==> src/rtl/dbi_pkg.sv <==
package dbi_pkg;
  localparam int DBI_DLY_W = 12;
  localparam int DBI_NCH   = 2;
  typedef enum logic { CH_HIGH = 1'b0, CH_LOW = 1'b1 } dbi_ch_e;
endpackage

==> src/rtl/dbi_edge_delay.sv <==
module dbi_edge_delay #(
  parameter int DW = 12
) (
  input  logic          clk,
  input  logic          rst,
  input  logic          bypass,
  input  logic          bypass_lvl,
  input  logic          level,
  input  logic [DW-1:0] delay,
  output logic          q
);
  logic [DW-1:0] cnt;

  always_ff @(posedge clk) begin
    if (rst) begin
      cnt <= '0;
      q   <= 1'b0;
    end else if (bypass) begin
      cnt <= '0;
      q   <= bypass_lvl;
    end else if (!level) begin
      cnt <= '0;
      q   <= 1'b0;
    end else if (!q) begin
      if (cnt >= delay) q <= 1'b1;
      else              cnt <= cnt + 1'b1;
    end
  end


  drop_now_chk: assert property (@(posedge clk) disable iff (rst)
    (!bypass && !level) |=> !q);


  rise_held_chk: assert property (@(posedge clk) disable iff (rst)
    $rose(q) |-> ($past(bypass) || $past(level)));
endmodule

==> src/rtl/pwm_deadband.sv <==
module pwm_deadband
  import dbi_pkg::*;
#(
  parameter int DW = DBI_DLY_W
) (
  input  logic          clk,
  input  logic          rst,
  input  logic          dband_en,
  input  logic          in_a,
  input  logic          in_b,
  input  logic [DW-1:0] rise_dly,
  input  logic [DW-1:0] fall_dly,
  output logic          out_a,
  output logic          out_b
);
  localparam int NCH = DBI_NCH;

  logic          lvl     [NCH];
  logic          byp_lvl [NCH];
  logic [DW-1:0] dly     [NCH];
  logic          chq     [NCH];
  logic          en_q;

  assign lvl[CH_HIGH]     = in_a;
  assign lvl[CH_LOW]      = ~in_a;
  assign byp_lvl[CH_HIGH] = in_a;
  assign byp_lvl[CH_LOW]  = in_b;
  assign dly[CH_HIGH]     = rise_dly;
  assign dly[CH_LOW]      = fall_dly;

  for (genvar g = 0; g < NCH; g++) begin : g_ch
    dbi_edge_delay #(.DW(DW)) i_dly (
      .clk        (clk),
      .rst        (rst),
      .bypass     (~dband_en),
      .bypass_lvl (byp_lvl[g]),
      .level      (lvl[g]),
      .delay      (dly[g]),
      .q          (chq[g])
    );
  end

  assign out_a = chq[CH_HIGH];
  assign out_b = chq[CH_LOW];

  always_ff @(posedge clk) begin
    if (rst) en_q <= 1'b0;
    else     en_q <= dband_en;
  end


  no_overlap_chk: assert property (@(posedge clk) disable iff (rst)
    en_q |-> !(out_a && out_b));


  pass_thru_chk: assert property (@(posedge clk) disable iff (rst)
    (!$past(rst) && !$past(dband_en)) |-> (out_a == $past(in_a) && out_b == $past(in_b)));
endmodule

==> config.mk <==
export PLATFORM = sky130hd
export DESIGN_NAME = pwm_deadband
export DESIGN_NICKNAME = d
export VERILOG_FILES = /design/src/rtl/dbi_pkg.sv /design/src/rtl/dbi_edge_delay.sv /design/src/rtl/pwm_deadband.sv
export SDC_FILE = /design/constraint.sdc
export NUM_CORES = 1
export LEC_CHECK = 0
export BUFFER_PORTS_ARGS = -buffer_cell sky130_fd_sc_hd__clkbuf_2
export CAP_MARGIN = 20
export CORE_MARGIN = 5
export CORE_UTILIZATION = 48
export CTS_BUF_LIST = sky130_fd_sc_hd__clkbuf_2
export CTS_CLUSTER_DIAMETER = 50
export DETAILED_ROUTE_END_ITERATION = 10
export PLACE_DENSITY = 0.74
export SYNTH_ARGS = -nofsm -noshare
export SYNTH_HDL_FRONTEND = slang
export SYNTH_SLANG_ARGS = --single-unit
==> constraint.sdc <==
create_clock -name clk -period 2 [get_ports clk]
set_input_delay 0.2 -clock clk [delete_from_list [all_inputs] [get_ports clk]]
set_output_delay 0.2 -clock clk [all_outputs]
set_load 0.03 [all_outputs]
# Word level (Yosys, flattened, before mapping)
# Cells that the tools add are included.
# word_totals
output_inout_bits,2
word_cells,26
register_bits,26
in_bits,29
# classes
n_lt_le_gt_ge,2
bitwise_logic,6
n_mux,8
addsub,2
reduce_logical,4
# op_table
cell,n
"12-bit by 1-bit adder with 12-bit output, second input constant",2
12-bit greater-or-equal comparator,2
1-bit two-way mux,8
1-bit inverter,6
3-bit OR reduction,2
2-bit AND reduction,2

# Logic depth before layout (Yosys ltp)
# Gate-level depths: netlist (run 1).
# logic_depth
word_depth,5
ltp_mapped,9
ltp_nobuf,8

# Cells and area by module
# From an unflattened synthesis (run 1), not the netlist that was laid out.
# hier_totals
hier_cells,236
area_unflattened_um2,1961.9
# by_module_without_submodules
module,cells_each,area_per_inst_um2,n_inst,seq_area_each_um2
dbi_edge_delay,117,977.2,2,260.2
pwm_deadband,2,7.5,1,0.0

# Least setup slack after synthesis (run 1)
# OpenSTA, ideal clock, no wires.
# synth_timing
path_kind,reg-to-reg
start,register g_ch[0].i_dly.cnt[10]
end,register g_ch[0].i_dly.cnt[11]
synth_period_minus_slack_ns,2.016
required_time_ns,1.927
arrival_ns,1.943
path_stages_with_launch,8
setup_slack_ns,-0.016
n_path_buf,0
setup_time_ns,0.073
cell_sequence,dfxtp_1 ha_1 a21oi_2 nand2_2 a2111oi_4 o2111ai_2 or3_1 a21oi_1
# synth_via
elab_chain_cells,3
word_cells_on_any_way,4
classes_between,add/sub: 1; order compare: 1; bitwise: 1; reduce/logical: 1
# synth_rtl
element,line,source
from (decl),dbi_edge_delay.sv:12,logic [DW-1:0] cnt;
from (signal assigned),dbi_edge_delay.sv:26,else cnt <= cnt + 1'b1;
12-bit greater-or-equal comparator,dbi_edge_delay.sv:25,if (cnt >= delay) q <= 1'b1;
1-bit inverter (no line),-,
2-bit AND reduction (no line),-,
# Several ways; a longest one is shown, not always the timed one.
# A chain may end at the register's enable or synchronous reset.

# Final worst setup path (run 1)
# layout_timing
start,register g_ch[0].i_dly.cnt[10]
end,register g_ch[0].i_dly.cnt[2]
# layout_via
elab_chain_cells,3
# layout_rtl
element,line
12-bit greater-or-equal comparator,dbi_edge_delay.sv:25
1-bit inverter (no line),-
2-bit AND reduction (no line),-
# Every way passes these cells.

==> metrics.cfg, run 1 <==
[pwr]
p_leak_nw = 1.09
power_mw = 0.889
ir_drop_uv = 209
power_density_nw_per_um2 = 356

[yosys]
ys_warn_count = 0
synth-compound-area-share_pct = 20.8
syn-cell-area_um2 = 1800
syn_inst = 220
synth_mux_area_share_pct = 0.555
async_flop_share_pct = 0
yosysUniqueCellTypes = 41
synth_seq_cells = 26
syn_nets = 275
synthFlopType = dfxtp_1
synth_top_family_by_area = compound AO/OA/AOI/OAI gates
synthAdderAreaFrac_pct = 18.0
synthSimpleGateAreaFrac_pct = 20.3
synthXorXnorAreaFrac_pct = 4.37
synth-edff-count = 0
yosysSeqAreaShare_pct = 28.9
syn_avg_cell_area_um2 = 8.20

[run]
max_cap_violations = 0

[cells_and_area]
nets = 338
area.growth.synth_to_final_pct = 38.7
num_antenna_cells = 0
fill_cells = 301
drive_above_1_share_pct = 38.7
post-route-util_pct = 68.3
final_cell_mix = clkbuf_2, inv_1, buf_4, ha_1, dfxtp_1
design_area_um2 = 2500
final_common_cell = clkbuf_2

[routing]
wirelength_um = 3990
vias_per_cell = 5.26
wl_per_cell_um = 12.1
drc = 0
detail-route-antenna-nets = 0
vias = 1735
drt_iter0_drc = 58
dr.pass1.iters = 4

[die]
die_area_um2 = 5080
design.portCount = 31
start_util_pct = 49.2
rows = 22
die_y_um = 71.3
core_area_um2 = 3660
die_x_um = 71.3

[sta]
min_period_ns = 2.03
drv_slew = 0
rsz0062_at_grt = yes
finalHoldViolations = 0
worst_slew_pin_slew_ns = 0.582
fmax_mhz = 492
maxSlewHeadroom_pct = 61.1
clock_skew_ns = 0.00199
finalSetupViolations = 2
setup_ws_ns = -0.0337
post-route-period-util_pct = 102
fin_tns_setup_ns = -0.0385

[clock_tree]
htreeDepth = 1
cts_root_buf = clkbuf_2
cts_tree = yes
cts_sinks = 26
clk_path_buf_depth = 2
worstSkewPairLatency_ns = 0.36
path_clk_slew_ns = 0.24
cts_buffers = 3

[worst_setup_path]
cp.arrival_ns = 2.35
cp_max_fo = 9
worstReg2RegStart = g_ch[0].i_dly.cnt[10]
cp-startpoint = g_ch[0].i_dly.cnt[10]
cp-start-kind = flip-flop
crit_type = flip-flop to flip-flop
cp.required_ns = 2.31
cp-end-kind = flip-flop

[run_status]
violations = negative setup slack
status = finished with violations

[grt]
grt_util_all_layers_pct = 15.5
grt_max_degree = 15
grt_pass1_vias = 1544
antenna_found_initial = 0
grt-ovfl-total = 0
grt_pass1_wl_um = 6490

[placed_design]
dpl_cell_area_um2 = 2180
gp_congestion = 0.795
dpl.hpwl_um = 2840
portBuffers = 30

[hold_path]
hold_path_class = input port to flip-flop
min-delay-start = rst

[per-stage QoR]
stage          std cells  hold slack, ns  setup WS, ns
6_report             330          0.0347       -0.0337
4_1_cts              325          0.0144       -0.0401
5_1_grt              330          0.0186        -0.141
2_1_floorplan        220           0.276        0.0191
3_3_place_gp         319           0.416       -0.0475
3_5_place_dp         319           0.412        -0.109
[metal layers]
metal / up-vias / wire [um] / GRT usage [%]
li1: 906 / - / -
met1: 789 / 1900 / 21.6
met2: 35 / 1860 / 24.7
met3: 5 / 175 / 1.54
met4: 0 / 61 / 5.43
met5: - / 0 / 0
[sequential cells by signal, summed over array words and instances, names as in the netlist]
name and cells:
g_ch.i_dly.cnt 24, g_ch.i_dly.q 2
[report_power, final]
group	internal [mW]	leakage [nW]	switching, mW	total (mW)
combinational	0.0811	0.856	0.0786	0.160
clock	0.0434	0.0140	0.161	0.205
sequential	0.521	0.216	0.00380	0.525
[area by class of cell]
| cell class | count | area (um2) | area share (%) |
|---|---|---|---|
| Tap cell | 48 | 60.1 | 2.40 |
| Timing Repair Buffer | 61 | 389 | 15.6 |
| Inverter | 30 | 113 | 4.50 |
| Clock buffer | 3 | 15.0 | 0.601 |
| Clock inverter | 1 | 3.75 | 0.150 |
| Multi-Input combinational cell | 161 | 1380 | 55.2 |
| Sequential cell | 26 | 539 | 21.6 |
[final timing paths]
kind / end / slack, ns / cells after the start
max: g_ch[0].i_dly.cnt[2] / -0.03 / 9
min: g_ch[0].i_dly.q / 0.03 / 2
max reg2reg: g_ch[0].i_dly.cnt[2] / -0.03 / 9
min reg2reg: g_ch[1].i_dly.cnt[1] / 0.55 / 2
[cells in the mapped netlist, drive strengths merged (5+ instances only)]
master,count,area [um2]
nor2,16,60.1
o21ai,18,93.8
and3,5,31.3
dfxtp,26,521
nand2,13,51.3
a21oi,15,82.6
nand3,8,40.0
inv,30,113
o21a,5,37.5
or3,10,62.6
xor2,7,61.3
ha,26,325
[critical path: stages, from the launching register on]
cell and delay [ns]:
dfxtp_2 0.39, ha_4 0.23, nand4_1 0.13, nor2_2 0.06, a2111oi_4 0.30, buf_4 0.20, o21ai_4 0.10, buf_4 0.15
or3_1 0.30, a21oi_1 0.14
[what timing repair did]
item,CTS,global route
endpoints found under the setup margin,12,18
gates resized for setup,21,26
endpoints found under the hold margin,0,1
buffers inserted,2,4
pin swaps,12,17
hold buffers,0,1
[kinds of logic (layout without fill, tap and decap cells)]
| kind of cell | after synthesis | in the layout |
|---|---|---|
| AND/OR/NAND/NOR | 71 | 71 |
| multiplexers | 1 | 1 |
| AO/OA/AOI/OAI | 54 | 54 |
| adder cells (fa/ha/maj) | 26 | 26 |
| buffers and inverters | 33 | 95 |
| flip-flops | 26 | 26 |
| XOR/XNOR | 9 | 9 |
No activity file was read; power rests on OpenSTA's default activity.
==> inputs of run 2 (changes only) <==
Settings changed: PLACE_DENSITY 0.74 to 0.71, SKIP_CTS_REPAIR_TIMING set to 1.
Clock period 2 ns to 2.3 ns, I/O delays scaled along.
==> run 2 against run 1 <==
  * The run now ends clean
  * Cell count fell by 6.4%
  * Combinational power is 37% lower
  * Highest routed layer unchanged
  * Clock power fell by 16%
  * Via count decreased by 7.8%
  * Sequential power decreased by 13%
  * Non-clock buffer count shrank 21
  * Fmax shrank 8.0%
  * Die area did not move
==> metrics.cfg, run 2 (same netlist as run 1, synthesis figures left out) <==
[clock_tree]
path_clk_slew_ns = 0.25  ; about the same
cts_buffers = 3  ; unchanged
clk_path_buf_depth = 2  ; unchanged
cts_sinks = 26  ; unchanged
htreeDepth = 1  ; unchanged
cts_tree = yes
cts_root_buf = clkbuf_2
worstSkewPairLatency_ns = 0.35  ; about the same

[placed_design]
dpl.hpwl_um = 2760  ; -2.7%
gp_congestion = 0.771  ; -3.0%
portBuffers = 30  ; unchanged
place_ws_ns = 0.119  ; +0.228 ns
place_inst = 301  ; -5.6%

[die]
core_area_um2 = 3660  ; unchanged
die_y_um = 71.3  ; unchanged
start_util_pct = 49.2  ; unchanged
die_x_um = 71.3  ; unchanged
design.portCount = 31  ; unchanged
die_area_um2 = 5080  ; unchanged
rows = 22  ; unchanged

[pwr]
power_mw = 0.731  ; -18%
ir_drop_uv = 198  ; -5.2%
p_leak_nw = 0.972  ; -11%
power_density_nw_per_um2 = 345  ; -3.1%

[cells_and_area]
final_common_cell = clkbuf_2
top_regs = g_ch.i_dly.cnt x24, g_ch.i_dly.q x2
drive_above_1_share_pct = 21.8  ; -17 points
largest_reg_flops = 24  ; unchanged
num_antenna_cells = 0  ; unchanged
final_cell_mix = clkbuf_2, inv_1, ha_1, dfxtp_1
nets = 317  ; -6.2%
layout.cells.non_filler = 309  ; -6.4%
area.growth.synth_to_final_pct = 17.7
largest-register = g_ch.i_dly.cnt

[grt]
antenna_found_initial = 0  ; unchanged
grt-ovfl-total = 0  ; unchanged
grt_util_all_layers_pct = 14.0  ; -1.5 points
grt_pass1_vias = 1462  ; -5.3%
grt_max_degree = 15  ; unchanged
grt_pass1_wl_um = 5990  ; -7.7%

[sta]
finalSetupViolations = 0  ; -2
finalHoldViolations = 0  ; unchanged
drv_slew = 0  ; unchanged
maxSlewHeadroom_pct = 63.9  ; +2.8 points
setup_ws_ns = 0.0890  ; +0.123 ns
clock_skew_ns = 0.0155  ; +0.0135 ns
worst_slew_pin_slew_ns = 0.540  ; -0.0425 ns
min_period_ns = 2.21  ; +0.177 ns
post-route-period-util_pct = 96.1  ; -5.6 points
fmax_mhz = 452  ; -8.0%
fin_tns_setup_ns = 0  ; +0.0385 ns

[routing]
wl_per_cell_um = 11.1  ; -8.3%
dr.pass1.iters = 5  ; +1
drc = 0  ; unchanged
vias_per_cell = 5.18  ; -1.5%
wirelength_um = 3430  ; -14%
vias = 1600  ; -7.8%
detail-route-antenna-nets = 0  ; unchanged
drt_iter0_drc = 54  ; -6.9%

[run_status]
status = finished clean

[worst_setup_path]
crit_type = flip-flop to flip-flop
cp-end-kind = flip-flop
cp_max_fo = 11  ; +2
cp-start-kind = flip-flop
cp.required_ns = 2.60  ; +0.29 ns
cp.arrival_ns = 2.51  ; +0.16 ns

[run]
max_cap_violations = 0  ; unchanged

[hold_path]
hold_path_class = input port to flip-flop

run 2: path summary, 6_finish.rpt:
path / start / endpoint / slack, ns / cells after the start
max: g_ch[0].i_dly.cnt[11] / g_ch[0].i_dly.cnt[10] / 0.09 / 8
min: in_b / g_ch[1].i_dly.q / 0.08 / 2
max reg2reg: g_ch[0].i_dly.cnt[11] / g_ch[0].i_dly.cnt[10] / 0.09 / 8
min reg2reg: g_ch[0].i_dly.cnt[11] / g_ch[0].i_dly.cnt[11] / 0.50 / 2
run 2: power breakdown:
part	internal [mW]	total, mW	leakage [nW]	switching (mW)
clock	0.0378	0.172	0.0140	0.134
combinational	0.0477	0.101	0.745	0.0531
sequential	0.455	0.458	0.213	0.00308
total	0.541	0.731	0.972	0.191
run 2: worst max-delay path, stage by stage (launching register included):
cell and delay (ns):
dfxtp_2 0.38, ha_1 0.32, nand4_1 0.13, nor2_1 0.08, a2111oi_4 0.42, buf_4 0.19
o21ai_4 0.09, or3_1 0.38, a21oi_1 0.17
run 2: layout make-up:
class,instances,area [um2]
Clock buffer,3,15.0
Tap cell,48,60.1
Sequential cell,26,527
Clock inverter,1,3.75
Multi-Input combinational cell,161,1180
Timing Repair Buffer,40,225
Inverter,30,113
Fill cell,339,1540
run 2: metal layers:
metal / track usage [%] / wire length (um) / vias to the layer above
li1: - / - / 865
met3: 3.09 / 128 / 2
met5: 0 / 0 / -
met1: 19.7 / 1750 / 711
met2: 22.4 / 1540 / 22
met4: 1.88 / 12 / 0
run 2: per-stage QoR:
step / hold WS (ns) / cell area, um2 / utilization, %
6_report: 0.0847 / 2120 / 58.0
3_3_place_gp: 0.478 / 2040 / 55.8
3_5_place_dp: 0.479 / 2040 / 55.8
4_1_cts: 0.0764 / 2060 / 56.4
5_1_grt: 0.0651 / 2120 / 58.0
2_1_floorplan: 0.306 / 1800 / -
==> inputs of run 3 (changes only) <==
Settings changed: ABC_AREA set to 1, PLACE_DENSITY 0.71 to 0.7.
Clock period 2.3 ns to 2.4 ns, I/O delays scaled along.
==> run 3 against run 2 <==
  * Synthesized cell count is 62% higher
  * Wire length is 35% higher
  * Final area is 13% higher
  * Sequential share of layout area is 3.1 points lower
  * Hold slack worse by 0.012 ns
  * Area after synthesis is 23% higher
  * Fmax is 16% higher
  * Via count is 32% higher
  * Cell count is 41% higher
  * Register-to-register slack better by 0.40 ns
  * First-iteration DRC count is 130% higher
  * Critical path depth is 3 higher
==> metrics.cfg, run 3 <==
[run_status]
status = finished clean

[pwr]
ir_drop_uv = 130  ; -34%
pwr-share-comb_pct = 14.4  ; +0.6 points
power_density_nw_per_um2 = 305  ; -12%
p_clk_share_pct = 25.1  ; +1.6 points
power_mw = 0.731  ; about the same
p_leak_nw = 1.23  ; +27%
p_int_mw = 0.518  ; -4.2%
switching_share_pct = 29.1  ; +3.1 points
switching_power_mw = 0.213  ; +12%
seqPwrFrac_pct = 60.5  ; -2.2 points

[yosys]
synth_common_cells = nand2_1, inv_1, nand3_1
synth_seq_cells = 26  ; unchanged
syn_avg_cell_area_um2 = 6.21  ; -24%
yosysUniqueCellTypes = 21  ; -49%
synth-edff-count = 0  ; unchanged
syn_nets = 411  ; +49%
ys_top_cells_by_area = dfxtp_1, nand2_1, ha_1
synth_area_leader_cell = dfxtp_1
syn-cell-area_um2 = 2210  ; +23%
ys_warn_count = 0  ; unchanged
async_flop_share_pct = 0  ; unchanged
synthFlopType = dfxtp_1
yosysSeqAreaShare_pct = 23.6  ; -5.3 points
synth.most_common_cell = nand2_1
syn_inst = 356  ; +62%
synth_top_area_share_pct = 23.6  ; -5.3 points

[run]
max_cap_violations = 0  ; unchanged

[worst_setup_path]
reg2reg_depth = 11  ; +3
cp-startpoint = g_ch[1].i_dly.cnt[0]
cp.arrival_ns = 2.25  ; -0.26 ns
crit_end = g_ch[1].i_dly.cnt[1]
cp-end-kind = flip-flop
cp-start-kind = flip-flop
worstReg2RegStart = g_ch[1].i_dly.cnt[0]
rr_endpoint = g_ch[1].i_dly.cnt[1]
cp.required_ns = 2.74  ; +0.14 ns
crit_type = flip-flop to flip-flop
reg2reg_slack_ns = 0.49  ; +0.40 ns
cp_max_fo = 13  ; +2

[placed_design]
portBuffers = 30  ; unchanged
gp_congestion = 0.797  ; +3.3%
place_ws_ns = 0.520  ; +0.401 ns
dpl.hpwl_um = 3670  ; +33%

[sta]
finalSetupViolations = 0  ; unchanged
rsz0062_at_grt = no
post-route-period-util_pct = 79.5  ; -17 points
clock_skew_ns = 0.00846  ; -0.00709 ns
drv_slew = 0  ; unchanged
fin_tns_setup_ns = 0  ; unchanged
fmax_mhz = 524  ; +16%
finalHoldViolations = 0  ; unchanged
maxSlewHeadroom_pct = 74.0  ; +10 points
min_period_ns = 1.91  ; -0.304 ns
worst_slew_pin_slew_ns = 0.388  ; -0.151 ns
setup_ws_ns = 0.493  ; +0.404 ns

[grt]
antenna_found_initial = 0  ; unchanged
grt_util_all_layers_pct = 16.2  ; +2.2 points
grt_max_degree = 15  ; unchanged
grt_pass1_wl_um = 8350  ; +39%
grt_pass1_vias = 1963  ; +34%
grt-ovfl-total = 0  ; unchanged

[cells_and_area]
final_cell_mix = nand2_1, inv_1, nand3_1, clkbuf_2, nor2_1
final_common_cell = nand2_1
nets = 439  ; +38%
largest-register = g_ch.i_dly.cnt
fill_cells = 449  ; +32%
multi_input_area_um2 = 1390  ; +18%
num_antenna_cells = 0  ; unchanged
drive_above_1_share_pct = 12.3  ; -9.6 points
regArea_um2 = 520  ; -1.2%
area.growth.synth_to_final_pct = 8.55
largest_reg_flops = 24  ; unchanged
top_regs = g_ch.i_dly.cnt x24, g_ch.i_dly.q x2

[die]
die_x_um = 77.9  ; +9.2%
start_util_pct = 50.1  ; +0.81 points
die_area_um2 = 6060  ; +19%
rows = 24  ; +9.1%
die_y_um = 77.9  ; +9.2%
design.portCount = 31  ; unchanged
core_area_um2 = 4410  ; +21%

[clock_tree]
htreeDepth = 1  ; unchanged
clk_path_buf_depth = 2  ; unchanged
cts_root_buf = clkbuf_2
cts_tree = yes
cts_sinks = 26  ; unchanged
cts_buffers = 3  ; unchanged
path_clk_slew_ns = 0.28  ; +0.03 ns
worstSkewPairLatency_ns = 0.38  ; +0.03 ns

[routing]
dr.pass1.iters = 4  ; -1
drc = 0  ; unchanged
vias = 2105  ; +32%
drt_iter0_drc = 126  ; +130%
vias_per_cell = 4.84  ; -6.5%
detail-route-antenna-nets = 0  ; unchanged
wl_per_cell_um = 10.6  ; -4.1%
wirelength_um = 4630  ; +35%

[hold_path]
hold_path_class = input port to flip-flop

## run 3: worst max-delay path, cell delays in order, from the launching register on
cell and delay, ns:
dfxtp_1 0.52, inv_1 0.12, ha_1 0.28, nand2_1 0.06, nand3_1 0.07, nand2_1 0.06
nand2_1 0.07, nand2_2 0.22, nand2_2 0.21, inv_1 0.14, nor2_1 0.05, nor2_1 0.09
## run 3: cell families after synthesis
family | count (synthesis) | synth area share (%)
simple gates | 196 | 38.4
buf+inv | 72 | 13.4
compound gates | 26 | 5.95
fa+ha+maj | 26 | 14.7
flops | 26 | 23.6
xor+xnor | 10 | 3.96
## run 3: layout make-up
type                            count  share of cell area [%]
Multi-Input combinational cell    258                    58.1
Sequential cell                    26                    21.7
Inverter                           63                    9.86
Timing Repair Buffer               32                    6.89
Tap cell                           52                    2.71
Clock buffer                        3                   0.626
Clock inverter                      1                   0.156
## run 3: worst min-delay path by stage
stage,start,endpoint,slack (ns),cells after the start
after floorplan,rst,g_ch[1].i_dly.q,0.35,1
final,rst,g_ch[1].i_dly.q,0.07,2
after CTS,rst,g_ch[1].i_dly.q,0.05,2
after detailed placement,g_ch[1].i_dly.cnt[11],g_ch[1].i_dly.cnt[11],0.50,2
after global placement,g_ch[1].i_dly.cnt[11],g_ch[1].i_dly.cnt[11],0.50,2
after global routing,rst,g_ch[1].i_dly.q,0.04,2
## run 3: power groups by stage
stage	Sequential, mW	Combinational [mW]	Clock, mW
after floorplan	0.451	0.0683	0
after global placement	0.449	0.105	0
after detailed placement	0.449	0.107	0
after CTS	0.442	0.107	0.187
after global routing	0.443	0.125	0.203
final	0.442	0.106	0.184
## run 3: per-layer routing
metal / part of all wire [%] / track usage, % / routed length (um) / vias to the layer above
met5: 0 / 0 / 0 / -
met4: 1.3 / 4.81 / 62 / 0
met3: 4.2 / 1.85 / 193 / 7
met2: 41 / 24.8 / 1900 / 36
met1: 53 / 23.6 / 2470 / 896
li1: - / - / - / 1166
## run 3: through the flow
stage	cell area [um2]	utilization [%]	hold slack (ns)	instances
floorplan	2210	-	0.354	356
global placement	2380	53.9	0.496	431
detailed placement	2380	53.9	0.496	431
CTS	2400	54.3	0.0534	435
global route	2400	54.3	0.0415	435
finish	2400	54.3	0.0732	435
